==> src/rtl/tcs_pkg.sv <==
// Shared field widths, opcode encoding, instruction layout and the
// packet-count function of the tile communication sequencer.
package tcs_pkg;
    localparam int OP_W    = 2;
    localparam int VT_W    = 6;
    localparam int WD_W    = 8;
    localparam int TC_W    = 16;
    localparam int VW_W    = 8;
    localparam int MA_W    = 8;
    localparam int INSTR_W = OP_W + VT_W + WD_W + TC_W + VW_W + MA_W;
    localparam int PK_W    = WD_W + VW_W;

    typedef enum logic [OP_W-1:0] {
        OP_XMIT  = 2'b00,
        OP_COLL  = 2'b01,
        OP_STOP  = 2'b10,
        OP_STOP2 = 2'b11
    } op_e;

    // Packed MSB-first, matching the word layout
    typedef struct packed {
        op_e             op;
        logic [VT_W-1:0] vch;
        logic [WD_W-1:0] elems;
        logic [TC_W-1:0] tgt;
        logic [VW_W-1:0] vecs;
        logic [MA_W-1:0] addr;
    } instr_t;

    // 16-bit elements packed two per 32-bit packet, times the vector count
    function automatic logic [PK_W-1:0] pkt_count(input logic [WD_W-1:0] e,
                                                  input logic [VW_W-1:0] v);
        logic [WD_W-1:0] half;
        half = {1'b0, e[WD_W-1:1]} + {{(WD_W-1){1'b0}}, e[0]};
        return PK_W'(half) * PK_W'(v);
    endfunction
endpackage

==> src/rtl/tcs_decode.sv <==
// Splits an instruction word into its fields and computes its packet count.
// Assumes the word is valid in the same cycle as its address.
module tcs_decode
    import tcs_pkg::*;
(
    input  logic [INSTR_W-1:0] word,
    output instr_t             ins,
    output logic [PK_W-1:0]    pkts
);
    // Field split and packet arithmetic
    always_comb begin
        ins  = instr_t'(word);
        pkts = pkt_count(ins.elems, ins.vecs);
    end
endmodule

==> src/rtl/tcs_pacer.sv <==
// Holds the shared memory-busy flag (one blocked cycle after any access) and
// the cumulative transfer-wait accumulator. Assumes send_fire implies acc_fire.
module tcs_pacer #(
    parameter int WAIT_W   = 16,
    parameter int SEND_INC = 1
) (
    input  logic              clk,
    input  logic              rst_n,
    input  logic              acc_fire,
    input  logic              send_fire,
    output logic              busy,
    output logic [WAIT_W-1:0] wait_acc
);
    localparam logic [WAIT_W-1:0] INC = WAIT_W'(SEND_INC);

    logic [WAIT_W-1:0] decayed;

    // Accumulator after this cycle's decay
    always_comb begin
        decayed = (wait_acc != '0) ? wait_acc - 1'b1 : wait_acc;
    end

    // Busy flag and accumulator registers
    always_ff @(posedge clk) begin
        if (!rst_n) begin
            busy     <= 1'b0;
            wait_acc <= '0;
        end else begin
            busy     <= acc_fire;
            wait_acc <= decayed + (send_fire ? INC : '0);
        end
    end
endmodule

==> src/rtl/tcs_issue.sv <==
// Decides in one cycle whether the current instruction transmits, collects,
// flags a short collect, stops, or stalls. Purely combinational.
module tcs_issue
    import tcs_pkg::*;
#(
    parameter int NUM_VCH = 8,
    parameter int CNT_W   = 16,
    parameter int CORES   = 4,
    parameter int CORE_W  = 3,
    parameter int TILE_ID = 1
) (
    input  instr_t                     ins,
    input  logic [PK_W-1:0]            pkts,
    input  logic                       busy,
    input  logic                       halted,
    input  logic                       sp_hit,
    input  logic [NUM_VCH*CNT_W-1:0]   rx_cnt,
    input  logic [CORE_W-1:0]          cores_halted,
    output logic                       sp_req,
    output logic                       send_fire,
    output logic                       recv_fire,
    output logic                       recv_short,
    output logic                       stop_fire
);
    localparam int CMP_W = (CNT_W > PK_W) ? CNT_W : PK_W;

    logic [CNT_W-1:0] avail;
    logic             send_go;
    logic             recv_go;
    logic             enough;

    // Select the counter of the addressed channel (out-of-range reads as zero)
    always_comb begin
        avail = '0;
        for (int i = 0; i < NUM_VCH; i++) begin
            if (ins.vch == VT_W'(i)) avail = rx_cnt[i*CNT_W +: CNT_W];
        end
    end

    // Common gating of transmit and collect
    always_comb begin
        send_go    = !halted && !busy && (ins.op == OP_XMIT);
        recv_go    = !halted && !busy && (ins.op == OP_COLL) && (avail != '0);
        enough     = CMP_W'(avail) >= CMP_W'(pkts);
        recv_fire  = recv_go && enough;
        recv_short = recv_go && !enough;
        stop_fire  = !halted && ((ins.op == OP_STOP) || (ins.op == OP_STOP2))
                     && (cores_halted == CORE_W'(CORES));
    end

    // Root tile transmits without a scratchpad lookup
    generate
        if (TILE_ID == 0) begin : g_root
            logic unused_hit;
            always_comb begin
                unused_hit = sp_hit;
                sp_req     = 1'b0;
                send_fire  = send_go;
            end
        end else begin : g_leaf
            always_comb begin
                sp_req    = send_go;
                send_fire = send_go && sp_hit;
            end
        end
    endgenerate
endmodule

==> src/rtl/tile_comm_seq.sv <==
// In-order sequencer for a tile's transmit/collect/stop program. Instruction
// memory and scratchpad respond combinationally; outputs are strobes valid in
// the cycle of issue. Assumes the channel counters are reduced by the owner
// on rx_take_vld and the scratchpad consumes a use on a hit.
module tile_comm_seq
    import tcs_pkg::*;
#(
    parameter int PC_W     = 8,
    parameter int NUM_VCH  = 8,
    parameter int CNT_W    = 16,
    parameter int CORES    = 4,
    parameter int CORE_W   = $clog2(CORES + 1),
    parameter int TILE_ID  = 1,
    parameter int WAIT_W   = 16,
    parameter int SEND_INC = 1
) (
    input  logic                     clk,
    input  logic                     rst_n,
    output logic [PC_W-1:0]          imem_addr,
    input  logic [47:0]              imem_data,
    output logic                     sp_acc_req,
    output logic [7:0]               sp_acc_addr,
    input  logic                     sp_acc_hit,
    output logic                     sp_alloc_vld,
    output logic [7:0]               sp_alloc_addr,
    output logic [15:0]              sp_alloc_cnt,
    output logic                     net_vld,
    output logic [15:0]              net_dst,
    output logic [5:0]               net_vch,
    output logic [15:0]              net_pkts,
    output logic [WAIT_W-1:0]        net_wait,
    input  logic [NUM_VCH*CNT_W-1:0] rx_cnt,
    output logic                     rx_take_vld,
    output logic [5:0]               rx_take_vch,
    output logic [15:0]              rx_take_num,
    output logic                     rx_err,
    input  logic [CORE_W-1:0]        cores_halted,
    output logic                     halted
);
    instr_t            ins;
    logic [PK_W-1:0]   pkts;
    logic              busy;
    logic              send_fire;
    logic              recv_fire;
    logic              stop_fire;
    logic [PC_W-1:0]   pc;

    tcs_decode u_dec (
        .word (imem_data),
        .ins  (ins),
        .pkts (pkts)
    );

    tcs_issue #(
        .NUM_VCH (NUM_VCH),
        .CNT_W   (CNT_W),
        .CORES   (CORES),
        .CORE_W  (CORE_W),
        .TILE_ID (TILE_ID)
    ) u_iss (
        .ins          (ins),
        .pkts         (pkts),
        .busy         (busy),
        .halted       (halted),
        .sp_hit       (sp_acc_hit),
        .rx_cnt       (rx_cnt),
        .cores_halted (cores_halted),
        .sp_req       (sp_acc_req),
        .send_fire    (send_fire),
        .recv_fire    (recv_fire),
        .recv_short   (rx_err),
        .stop_fire    (stop_fire)
    );

    tcs_pacer #(
        .WAIT_W   (WAIT_W),
        .SEND_INC (SEND_INC)
    ) u_pace (
        .clk       (clk),
        .rst_n     (rst_n),
        .acc_fire  (send_fire || recv_fire),
        .send_fire (send_fire),
        .busy      (busy),
        .wait_acc  (net_wait)
    );

    // Program counter and stop flag
    always_ff @(posedge clk) begin
        if (!rst_n) begin
            pc     <= '0;
            halted <= 1'b0;
        end else begin
            if (send_fire || recv_fire) pc <= pc + 1'b1;
            if (stop_fire)              halted <= 1'b1;
        end
    end

    // Output field routing
    always_comb begin
        imem_addr     = pc;
        sp_acc_addr   = ins.addr;
        net_vld       = send_fire;
        net_dst       = ins.tgt;
        net_vch       = ins.vch;
        net_pkts      = pkts;
        rx_take_vld   = recv_fire;
        rx_take_vch   = ins.vch;
        rx_take_num   = pkts;
        sp_alloc_vld  = recv_fire;
        sp_alloc_addr = ins.addr;
        sp_alloc_cnt  = ins.tgt;
    end
endmodule

==> config.mk <==
export PLATFORM = sky130hd
export DESIGN_NAME = tile_comm_seq
export DESIGN_NICKNAME = d
export VERILOG_FILES = /design/src/rtl/tcs_pkg.sv /design/src/rtl/tcs_decode.sv /design/src/rtl/tcs_pacer.sv /design/src/rtl/tcs_issue.sv /design/src/rtl/tile_comm_seq.sv
export SDC_FILE = /design/constraint.sdc
export NUM_CORES = 1
export LEC_CHECK = 0
export BUFFER_PORTS_ARGS = -buffer_cell sky130_fd_sc_hd__buf_2
export CORE_MARGIN = 10
export CORE_UTILIZATION = 48
export CTS_BUF_LIST = sky130_fd_sc_hd__clkbuf_16
export DETAILED_ROUTE_END_ITERATION = 16
export HOLD_SLACK_MARGIN = 0.12
export PLACE_DENSITY = 0.84
export SYNTH_ARGS = -nofsm -noshare
export SYNTH_HDL_FRONTEND = slang
export SYNTH_SLANG_ARGS = --single-unit
==> constraint.sdc <==
create_clock -name clk -period 9.6 [get_ports clk]
set_input_delay 0.96 -clock clk [delete_from_list [all_inputs] [get_ports clk]]
set_output_delay 0.96 -clock clk [all_outputs]
set_load 0.05 [all_outputs]
==> results.rst <==
.. list-table::
   :header-rows: 1

   * - Metric
     - Value
   * - Run status
     - finished, final reports clean
   * - Synthesized net count
     - 989
   * - Number of sinks on the clock net
     - 26
   * - H-tree depth reported by CTS
     - 1
   * - Core box area
     - 12100 um^2
   * - Die height
     - 132 um
   * - Number of buffers added by the clock tree synthesis step
     - 3
   * - Clock share of power
     - 0.054
   * - Syn Inst Count
     - 713
   * - Count of flip-flops with a built-in enable after synthesis
     - 0
   * - DRT Pass-1 Iters
     - 5
   * - Fraction of the yosys area taken by sequential cells
     - 0.0872
   * - Final instance count without filler cells
     - 1023
   * - Slowest Stage Delay on Critical Path
     - 0.53 ns
   * - Worst Setup End Kind
     - primary output
   * - Crit Path Max Fanout
     - 8
   * - Avg Vias per Cell
     - 5.45
   * - Number of global-route vias before repair
     - 5841
   * - Total number of vias
     - 5571
   * - HPWL after detailed placement
     - 16400 um
   * - Unrepaired setup endpoints after global routing
     - false
   * - Fill cells
     - 1147
   * - Final core occ
     - 0.557
   * - Met3 routed WL
     - 1470 um
   * - Placed cell count
     - 1018
   * - Ratio of final minimum period to clock period
     - 0.903
   * - Final antenna-violating net count
     - 0
   * - Wire length of the first global-routing pass
     - 31100 um
   * - PwrDens
     - 266 nW/um^2
   * - Count of final max-slew check failures
     - 0
   * - Clock skew
     - 0.00357 ns
   * - Wl on met1
     - 7390 um
   * - Max transition margin
     - 0.225
   * - Die Width
     - 132 um
   * - Worst min-delay path category
     - reg -> reg
   * - Endpoint arrival time on the critical path
     - 7.71 ns
   * - Net load switching power
     - 1.17 mW
   * - Antenna violations before repair
     - 3
   * - Die Outline Area
     - 17300 um^2
   * - Fraction of registers with async set/reset
     - 0
   * - Cell Area, Synth
     - 5970 um^2
   * - Distinct cell type count of the synthesized netlist
     - 65
   * - Fraction of final layout cells with drive strength greater than 1
     - 0.331
   * - Cell Int Power
     - 629 uW
   * - Area taken by multi-input logic gates
     - 4480 um^2
   * - Max Root-Sink Buffers
     - 2
   * - Number of primary I/O pins
     - 304
   * - Starting density of the core
     - 0.493
   * - Clock network latency to the later pin of the worst-skew pair
     - 0.27 ns
   * - Maximum vdd drop
     - 0.282 mV
   * - Final hold vios
     - 0
   * - P_leak
     - 3.42 nW
   * - Grt ovf
     - 0
   * - Amount of wire on met2 after detailed routing
     - 9600 um
   * - Tmin final
     - 8.67 ns
   * - Std cell rows
     - 40
   * - Placer's final routability congestion estimate
     - 0.876
   * - Tot GR Track Use
     - 0.213
   * - Area growth from synthesis to layout
     - 13.1%
   * - Relative contribution of sequential cells to total power
     - 0.092
   * - Number of warnings reported in the yosys synthesis log
     - 0
   * - Area taken by flip-flops and latches
     - 520 um^2
   * - Critical setup path kind
     - in -> out
   * - DRC viols
     - 0
   * - Max-capacitance violation count
     - 0
   * - PostCTS Resize Cnt
     - 0
   * - Startpoint type of the worst setup path
     - primary input
   * - TritonCTS clock tree
     - done
   * - Switching fraction of total power
     - 0.650
   * - Number of port buffers
     - 231
   * - Final number of setup-violating endpoints
     - 0
   * - Avg Synthesized Cell Area
     - 8.37 um^2
   * - Highest layer used for signal routing
     - met4
   * - Aggregate routed wire length
     - 18900 um
   * - Number of buffers added for setup after CTS
     - 0
   * - Slew @ Worst Pin
     - 1.15 ns
   * - Required time of the critical path
     - 8.64 ns
   * - Net total in the final layout
     - 1131
   * - Setup slack of the worst register-to-register path
     - 6.16 ns
   * - Main flop type after synthesis
     - sky130_fd_sc_hd__dfxtp_1
   * - Clock-pin transition on the worst setup and hold timing paths
     - 0.06 ns
   * - TNS Setup
     - 0 ns
   * - Count of hold-fix buffers inserted at cts
     - 0
   * - Upper clock frequency limit
     - 115 MHz
   * - CTS root buffer
     - sky130_fd_sc_hd__clkbuf_16
   * - Detailed Route Iter0 Violations
     - 288
   * - Pin count of the biggest net entering global routing
     - 37
   * - Count of state elements after synthesis
     - 26
   * - Logic pwr share
     - 0.854
   * - Routed wirelength normalized by instance count
     - 18.5 um
   * - Crit path max-delay cell type
     - sky130_fd_sc_hd__fa_1
==> per-layer routing <==
| layer | vias to the layer above | track usage |
|---|---|---|
| met5 | - | 0 |
| met2 | 231 | 0.382 |
| met4 | 0 | 0.0550 |
| li1 | 2662 | - |
| met3 | 33 | 0.0446 |
| met1 | 2645 | 0.250 |
==> synthesized netlist by cell type (3+ instances only) <==
library cell,count,area share
sky130_fd_sc_hd__buf_2,6,0.0050
sky130_fd_sc_hd__fa_1,36,0.12
sky130_fd_sc_hd__o21a_1,3,0.0038
sky130_fd_sc_hd__a221oi_1,4,0.0059
sky130_fd_sc_hd__nand3_1,11,0.0092
sky130_fd_sc_hd__a21o_1,12,0.015
sky130_fd_sc_hd__inv_1,71,0.045
sky130_fd_sc_hd__buf_4,80,0.10
sky130_fd_sc_hd__o211ai_1,5,0.0063
sky130_fd_sc_hd__o2bb2ai_1,5,0.0073
sky130_fd_sc_hd__nor4_1,6,0.0063
sky130_fd_sc_hd__nor2_1,42,0.026
sky130_fd_sc_hd__or2_2,4,0.0042
sky130_fd_sc_hd__mux2_2,5,0.0094
sky130_fd_sc_hd__clkbuf_1,8,0.0050
sky130_fd_sc_hd__mux2i_1,12,0.020
sky130_fd_sc_hd__dfxtp_1,26,0.087
sky130_fd_sc_hd__or2_1,3,0.0031
sky130_fd_sc_hd__inv_2,3,0.0019
sky130_fd_sc_hd__nand2b_1,5,0.0052
sky130_fd_sc_hd__nor2b_1,20,0.021
sky130_fd_sc_hd__or3_1,9,0.0094
sky130_fd_sc_hd__or4_1,9,0.011
sky130_fd_sc_hd__a32oi_1,4,0.0059
sky130_fd_sc_hd__xnor2_1,19,0.028
sky130_fd_sc_hd__and2_1,46,0.048
sky130_fd_sc_hd__or4_4,3,0.0057
sky130_fd_sc_hd__mux4_2,20,0.075
sky130_fd_sc_hd__xor2_1,21,0.031
sky130_fd_sc_hd__a21oi_1,27,0.023
sky130_fd_sc_hd__o31ai_1,5,0.0063
sky130_fd_sc_hd__o21ai_1,11,0.0092
sky130_fd_sc_hd__nand2_1,42,0.026
sky130_fd_sc_hd__o21ai_0,13,0.011
sky130_fd_sc_hd__o2111ai_1,3,0.0044
sky130_fd_sc_hd__ha_1,58,0.12
sky130_fd_sc_hd__nor3_1,12,0.010
==> placed cells by master (no fill, tap or decap), types with 6 or more instances in the layout <==
master                    count
sky130_fd_sc_hd__buf_2      231
sky130_fd_sc_hd__inv_1       71
sky130_fd_sc_hd__ha_1        58
sky130_fd_sc_hd__and2_1      46
sky130_fd_sc_hd__nand2_1     42
sky130_fd_sc_hd__nor2_1      42
sky130_fd_sc_hd__fa_1        36
sky130_fd_sc_hd__a21oi_1     27
sky130_fd_sc_hd__dfxtp_1     26
sky130_fd_sc_hd__xor2_1      21
sky130_fd_sc_hd__nor2b_1     20
sky130_fd_sc_hd__mux4_2      20
sky130_fd_sc_hd__xnor2_1     19
sky130_fd_sc_hd__o21ai_0     13
sky130_fd_sc_hd__a21o_1      12
sky130_fd_sc_hd__nor3_1      12
sky130_fd_sc_hd__mux2i_1     12
sky130_fd_sc_hd__nand3_1     11
sky130_fd_sc_hd__o21ai_1     11
sky130_fd_sc_hd__or3_1        9
sky130_fd_sc_hd__or4_1        9
sky130_fd_sc_hd__nor4_1       6
==> final timing paths <==
path | startpoint | end | depth (start not counted)
worst min-delay path | imem_addr[7] | imem_addr[7] | 2
worst max register to register | u_pace.wait_acc[0] | u_pace.wait_acc[10] | 11
worst min register to register | imem_addr[7] | imem_addr[7] | 2
worst max-delay path | imem_data[32] | rx_err | 29
==> registers in the layout, summed over array words and instances, names as in the netlist <==
register / flops
u_pace.wait_acc: 16
imem_addr: 8
halted: 1
u_pace.busy: 1
==> stage by stage <==
step | hold slack, ns | worst slack [ns] | power (mW) | instance area, um^2
2_1_floorplan | 0.704 | 1.36 | 1.50 | 5970
3_3_place_gp | 0.474 | 1.17 | 1.68 | 6670
3_5_place_dp | 0.467 | 0.953 | 1.71 | 6670
4_1_cts | 0.480 | 0.915 | 1.81 | 6750
5_1_grt | 0.494 | 0.244 | 1.94 | 6750
6_report | 0.485 | 0.934 | 1.80 | 6750
==> power by group through the flow <==
stage / registers, mW / clock network [mW] / logic, mW
after floorplan: 0.231 / 0 / 1.27
after global placement: 0.166 / 0 / 1.52
after detailed placement: 0.166 / 0 / 1.54
after CTS: 0.164 / 0.0962 / 1.55
after global routing: 0.171 / 0.0997 / 1.67
final: 0.165 / 0.0967 / 1.54
==> layout make-up <==
class / instances / share of cell area
clock buffer: 3 / 0.0111
sequential: 26 / 0.0771
clock inverter: 1 / 0.000556
multi-input combinational: 516 / 0.664
inverter: 74 / 0.0411
timing repair buffer: 234 / 0.175
antenna: 1 / 0.000371
tap: 168 / 0.0311
==> worst max-delay path, delay by kind of cell <==
family,cells,cell delay [ns]
buffers and inverters,6,0.63
AOI/OAI and AO/OA,6,1.43
adders and majority gates,7,2.80
xor gates and xnor gates,2,0.59
and+or+nand+nor,8,1.30
==> kinds of logic (layout without fill, tap and decap cells) <==
kind of cell / count (synthesis) / in the layout / share of synthesized area
AND/OR/NAND/NOR: 231 / 231 / 0.213
XOR/XNOR: 40 / 40 / 0.0587
buffers and inverters: 171 / 312 / 0.162
AO/OA/AOI/OAI: 110 / 110 / 0.124
multiplexers: 41 / 41 / 0.113
other: 0 / 1 / 0
adder cells (fa/ha/maj): 94 / 94 / 0.242
flip-flops: 26 / 26 / 0.0872
Power figures use the tool's default switching activity.
